<file path="src/rtl/tx_framer_pkg.sv">
package tx_framer_pkg;
  localparam int NIB_W  = 4;
  localparam int CODE_W = 5;

  typedef logic [CODE_W-1:0] code_t;
  typedef logic [NIB_W-1:0]  nib_t;

  localparam code_t CODE_IDLE = 5'b11111;
  localparam code_t CODE_J    = 5'b11000;
  localparam code_t CODE_K    = 5'b10001;
  localparam code_t CODE_T    = 5'b01101;
  localparam code_t CODE_R    = 5'b00111;
  localparam code_t CODE_HALT = 5'b00100;

  typedef enum logic [2:0] {
    ST_IDLE,
    ST_SSD_K,
    ST_DATA,
    ST_ESD_T,
    ST_ESD_R
  } state_t;

  // strobes from control to datapath; none set means Idle
  typedef struct packed {
    logic selJ;
    logic selK;
    logic selT;
    logic selR;
    logic selHalt;
    logic selData;
  } sel_t;

  function automatic code_t enc4b5b(input nib_t n);
    code_t c;
    case (n)
      4'h0: c = 5'b11110;
      4'h1: c = 5'b01001;
      4'h2: c = 5'b10100;
      4'h3: c = 5'b10101;
      4'h4: c = 5'b01010;
      4'h5: c = 5'b01011;
      4'h6: c = 5'b01110;
      4'h7: c = 5'b01111;
      4'h8: c = 5'b10010;
      4'h9: c = 5'b10011;
      4'hA: c = 5'b10110;
      4'hB: c = 5'b10111;
      4'hC: c = 5'b11010;
      4'hD: c = 5'b11011;
      4'hE: c = 5'b11100;
      default: c = 5'b11101;
    endcase
    return c;
  endfunction
endpackage

</file>
<file path="src/rtl/tx_framer_ctrl.sv">
module tx_framer_ctrl
  import tx_framer_pkg::*;
(
  input  logic clk,
  input  logic rstN,
  input  logic txEn,
  input  logic txErr,
  output sel_t sel
);
  state_t st, stNext;

  always_comb begin
    sel    = '0;
    stNext = st;
    case (st)
      ST_IDLE: begin
        if (txEn) begin
          sel.selJ = 1'b1;
          stNext   = ST_SSD_K;
        end
      end
      ST_SSD_K: begin
        sel.selK = 1'b1;
        stNext   = txEn ? ST_DATA : ST_ESD_T;
      end
      ST_DATA: begin
        if (txEn) begin
          if (txErr) sel.selHalt = 1'b1;
          else       sel.selData = 1'b1;
        end else begin
          sel.selT = 1'b1;
          stNext   = ST_ESD_R;
        end
      end
      ST_ESD_T: begin
        sel.selT = 1'b1;
        stNext   = ST_ESD_R;
      end
      ST_ESD_R: begin
        sel.selR = 1'b1;
        stNext   = ST_IDLE;
      end
      default: stNext = ST_IDLE;
    endcase
  end

  always_ff @(posedge clk or negedge rstN) begin
    if (!rstN) st <= ST_IDLE;
    else       st <= stNext;
  end

  // at most one code source is selected per cycle
  p_one_source_r4: assert property (@(posedge clk) disable iff (!rstN)
    $onehot0(sel));

  // an end-delimiter T is always followed by R
  p_t_then_r_state_r5: assert property (@(posedge clk) disable iff (!rstN)
    sel.selT |=> sel.selR);
endmodule

</file>
<file path="src/rtl/tx_framer_dp.sv">
module tx_framer_dp
  import tx_framer_pkg::*;
(
  input  logic  clk,
  input  logic  rstN,
  input  sel_t  sel,
  input  nib_t  txData,
  output code_t codeOut
);
  code_t codeNext;

  always_comb begin
    codeNext = CODE_IDLE;
    if (sel.selJ)         codeNext = CODE_J;
    else if (sel.selK)    codeNext = CODE_K;
    else if (sel.selT)    codeNext = CODE_T;
    else if (sel.selR)    codeNext = CODE_R;
    else if (sel.selHalt) codeNext = CODE_HALT;
    else if (sel.selData) codeNext = enc4b5b(txData);
  end

  always_ff @(posedge clk or negedge rstN) begin
    if (!rstN) codeOut <= CODE_IDLE;
    else       codeOut <= codeNext;
  end

  // Halt leaves the register only when the control asked for it
  p_halt_from_strobe_r7: assert property (@(posedge clk) disable iff (!rstN)
    (codeOut == CODE_HALT) |-> $past(sel.selHalt));
endmodule

</file>
<file path="src/rtl/tx_code_framer.sv">
module tx_code_framer
  import tx_framer_pkg::*;
(
  input  logic             clk,
  input  logic             rstN,
  input  logic             txEn,
  input  logic [NIB_W-1:0] txData,
  input  logic             txErr,
  output logic [CODE_W-1:0] codeOut
);
  sel_t sel;

  tx_framer_ctrl uCtrl (
    .clk   (clk),
    .rstN  (rstN),
    .txEn  (txEn),
    .txErr (txErr),
    .sel   (sel)
  );

  tx_framer_dp uDp (
    .clk     (clk),
    .rstN    (rstN),
    .sel     (sel),
    .txData  (txData),
    .codeOut (codeOut)
  );

  // J is always followed by K
  p_j_then_k_r3: assert property (@(posedge clk) disable iff (!rstN)
    (codeOut == CODE_J) |=> (codeOut == CODE_K));

  // T is always followed by R
  p_t_then_r_r5: assert property (@(posedge clk) disable iff (!rstN)
    (codeOut == CODE_T) |=> (codeOut == CODE_R));

  // after R comes Idle or the next frame's J, depending on txEn
  p_after_r_r8: assert property (@(posedge clk) disable iff (!rstN)
    (codeOut == CODE_R) |=> ($past(txEn) ? (codeOut == CODE_J) : (codeOut == CODE_IDLE)));

  // Idle with txEn low stays Idle
  p_idle_holds_r2: assert property (@(posedge clk) disable iff (!rstN)
    (codeOut == CODE_IDLE && !txEn) |=> (codeOut == CODE_IDLE));

  // Halt only follows a cycle with txErr and txEn high
  p_halt_cause_r7: assert property (@(posedge clk) disable iff (!rstN)
    (codeOut == CODE_HALT) |-> ($past(txErr) && $past(txEn)));
endmodule

</file>
<file path="config.mk">
export PLATFORM = sky130hd
export DESIGN_NAME = tx_code_framer
export DESIGN_NICKNAME = d
export VERILOG_FILES = /design/src/rtl/tx_framer_pkg.sv /design/src/rtl/tx_framer_ctrl.sv /design/src/rtl/tx_framer_dp.sv /design/src/rtl/tx_code_framer.sv
export SDC_FILE = /design/constraint.sdc
export NUM_CORES = 1
export LEC_CHECK = 0
export BUFFER_PORTS_ARGS = -buffer_cell sky130_fd_sc_hd__buf_4
export CAP_MARGIN = 15
export CORE_MARGIN = 2
export CORE_UTILIZATION = 30
export CTS_CLUSTER_DIAMETER = 100
export DETAILED_ROUTE_END_ITERATION = 16
export SKIP_CTS_REPAIR_TIMING = 1
export SYNTH_ARGS = -nofsm -noshare
export SYNTH_HDL_FRONTEND = slang
export SYNTH_SLANG_ARGS = --single-unit
</file>
<file path="constraint.sdc">
create_clock -name clk -period 1.36 [get_ports clk]
set_clock_uncertainty 0.05 [all_clocks]
set_input_delay 0.408 -clock clk [delete_from_list [all_inputs] [get_ports clk]]
set_output_delay 0.408 -clock clk [all_outputs]
set_load 0.05 [all_outputs]
</file>
# [Word-level counts from Yosys, hierarchy flattened]
# Memory sizes are Yosys's and may differ from the RTL's.
# Cells that the tools add are included.
[word_totals] regBits=8 rom_bits=80 input_bits=8 output_inout_bits=5 word_cells=31 memories=1
[classes] eq_ne=6 muxes=20 n_reduce_logical=2
[mem_list] memory="(no name shown)" words=16 word_bits=5 rd=1 rd_ports_with_merged_regs=0 wr=0 line_no="tx_framer_pkg.sv:35" text="case (n)"
[op_table] op="two-way mux 5 bit" count=6
[op_table] op="case mux 3 bit (4 select lines)" count=1
[op_table] op="two-way mux 1 bit" count=8
[op_table] op="equality test 3 x 2 -> 1 bit (second input constant)" count=2
[op_table] op="two-way mux 3 bit" count=2
[op_table] op="two-way mux 2 bit" count=2
[op_table] op="inequality test 2 bit (second input constant)" count=2
[op_table] op="equality test 3 x 1 -> 1 bit (second input constant)" count=1
[op_table] op="equality test 3 bit (second input constant)" count=1
[op_table] op="logical NOT 3 bit" count=1
[op_table] op="case mux 1 bit (2 select lines)" count=1
[op_table] op="AND reduction 2 bit" count=1

# [Longest topological paths before layout]
[depth] ltp_word=9 mapped_depth=3 depth_no_buf=3

# [By module]
# Synthesis repeated with hierarchy kept, for this count alone.
[hier_totals] hier_cells=46 area_unflattened_um2=445.4
[modules_own_cells] mod="tx_framer_dp" n_inst=1 cells_per_inst=30 area_each_um2=276.5 seq_area_each_um2=131.4
[modules_own_cells] mod="tx_framer_ctrl" n_inst=1 cells_per_inst=16 area_each_um2=168.9 seq_area_each_um2=75.1

# [Worst setup path after synthesis]
# No wires, ideal clock.
[synth_path] kind="reg-to-output" start="reg uDp.codeOut[0]" end="out codeOut[0]" arrival_time_ns=0.656 t_required_ns=0.902 path_slack_ns=0.246 path_stages_with_launch=1 n_path_buf=0 cell_sequence="dfstp_2"
[synth_lines] item="start, declared" line_no="tx_framer_dp.sv:8" text="output code_t codeOut"
[synth_lines] item="start signal, assigned" line_no="tx_framer_dp.sv:24" text="else codeOut <= codeNext;"
[synth_lines] item="end, declared" line_no="tx_code_framer.sv:9" text="output logic [CODE_W-1:0] codeOut"
# No word-level cell between the ends.

# [Final worst setup path]
[layout_path] start="reg uDp.codeOut[2]" end="out codeOut[2]"
# No word-level cell between the ends.

==> impl_metrics.tcl <==
set metrics [dict create \
    post_route_cells_drive_above_1_share_pct 38.9 \
    violations "setup timing" \
    n_fill_cell 105 \
    firstDrtPassIters 4 \
    diodes 0 \
    drv_cap 0 \
    relSlewSlack_pct 79.6 \
    dieWidth_um 40.1 \
    fmax_mhz 716 \
    ios 13 \
    die_area_mm2 0.00161 \
    drt_iter0_markers 1 \
    dieHeight_um 40.1 \
    fin_nets 63 \
    startpoint_type "flip-flop" \
    cts.sinks 8 \
    clk_pin_slew_ns 0.06 \
    grt-ovfl-total 0 \
    synthCells 37 \
    met1_usage_pct 15.8 \
    avgViaCountPerCell 5.29 \
    crit_fanout 1 \
    worst_slew_pin_slew_ns 0.301 \
    grt.total_usage_pct 12.9 \
    placed_area_um2 498 \
    finalWirelength_um 821 \
    finalWorstPathRequiredPeriod_ns 1.40 \
    max_stage_delay_ns 0.54 \
    synth_area_um2 390 \
    path_buf_inv 1 \
    drv_slew 0 \
    ys_warn_count 0 \
    cts_tree "built" \
    cp-end-kind "output pin" \
    use_met2_pct 21.4 \
    vdd_drop_max_mv 0.715 \
    p_total_uw 1370 \
    grt_pass1_vias 327 \
    antenna_found_initial 0 \
    cp.required_ns 0.90 \
    coreArea_mm2 0.00116 \
    grt_pass1_wl_um 1330 \
    fin_crit_sh_pct 103 \
    post-route-util_pct 49.5 \
    io_buffers 12 \
    leakage_uw 0.000244 \
    status "complete, but fails checks" \
    hold_viol_final 0 \
    cpMaxStageDelayCell "dfstp_2" \
    synth_sequential_area_ratio_pct 52.9 \
    ant_nets 0 \
    synth_area_leaders "dfstp_2 (34%), dfrtp_1 (19%), a21oi_1 (3.8%)" \
    clock_latency_ns 0.25 \
    detailed_place_hpwl_um 635 \
    synth.distinct_cells 23 \
    rsz0062_at_grt "yes" \
    synth_seq_cells 8 \
    path_cells "buf_8" \
    critPathArrivalTime_ns 0.94 \
    holdCritPathClass "in -> reg" \
    vias 360 \
    clock-root-buffer "clkbuf_4" \
    synth_top_area_share_pct 33.7 \
    place.gp.congestion 0.743 \
    drc_errors 0 \
    htreeDepth 1 \
    fin_area_um2 572 \
    layout_setup_ws_ns -0.0369 \
    grt_busiest_layer "met2" \
    grt_use_met3_pct 1.67 \
    cts_buffers 3 \
    syn_area_per_cell_um2 10.6 \
    areaGrowthSynthToFinish_pct 46.5 \
    powerDensity_mw_per_mm2 2400 \
    yosysTopAreaCell "dfstp_2" \
    critPathTopFamily "flip-flops" \
    grt_max_degree 9 \
    hold_slack_ns 0.299 \
    cts_buffer_depth 2 \
    wl_per_cell_um 12.1 \
    setup_violations 5 \
    fp-row-count 12 \
    syn-num-nets 45 \
    initial_core_util_pct 33.8 \
    critPathKind "reg -> out" \
]
[worst paths after layout]
path	startpoint	endpoint	slack (ns)	depth (start not counted)
setup / recovery	uDp.codeOut[2]	codeOut[2]	-0.04	1
hold / removal	txEn	uDp.codeOut[2]	0.30	2
setup reg to reg	uCtrl.st[0]	uDp.codeOut[1]	0.14	2
hold reg to reg	uCtrl.st[2]	uCtrl.st[1]	0.49	1
max in group asynchronous	rstN	uDp.codeOut[4]	0.59	2
min in group asynchronous	rstN	uCtrl.st[0]	0.45	2
[cells by family after synthesis]
group | share of synthesized area (%)
xor gates and xnor gates | 2.24
and+or+nand+nor | 20.5
DFF | 52.9
buffers and inverters | 2.88
AOI/OAI and AO/OA | 21.5
[registers in the layout, indices dropped and copies added (netlist names)]
name,cells
uDp.codeOut,5
uCtrl.st,3
[cell type report]
cell class	count	area (µm²)	area share [%]
clock buffers	4	26.3	4.60
flip-flops and latches	8	206	36.1
well taps	14	17.5	3.06
repair buffers	13	138	24.1
inverters	3	11.3	1.97
multi-input cells	26	173	30.2
[cell usage after synthesis (all sizes together)]
library cell	n
nor2	1
or3b	1
o21ai	2
nand3	1
o41ai	1
and2b	1
nand2b	2
and3	1
xnor2	1
o31ai	1
o211ai	2
inv	3
nand3b	1
o311ai	1
or3	1
nor3	2
and2	1
o21bai	1
dfstp	5
a311o	1
dfrtp	3
a21oi	3
nor2b	1
[metal layers]
metal	vias to the layer above	share of wire, %
met5	-	0
met4	0	0.24
met3	2	7.3
met2	20	46
met1	165	46
li1	173	-
[cell usage in the layout (no fill, tap or decap), drive strengths merged, types with 2 or more instances in the layout]
master / count
o21ai: 2
a21oi: 3
buf: 12
nand2b: 2
dfstp: 5
o211ai: 2
clkbuf: 4
nor3: 2
inv: 3
dfrtp: 3
[metrics by stage]
stage	TNS, ns	cells	worst slack (ns)
after detailed placement	0	63	0.161
final	-0.107	68	-0.0369
after global placement	0	63	0.155
after global routing	-0.226	68	-0.0695
after floorplan	0	37	0.246
after CTS	-0.272	67	-0.0653
[power breakdown]
group	switching, µW	total, µW	internal [µW]	leakage, µW
Combinational	369	676	307	0.000137
Clock	80.8	193	112	0.0000150
Sequential	114	503	389	0.0000914
No activity file was read; power rests on OpenSTA's default activity.
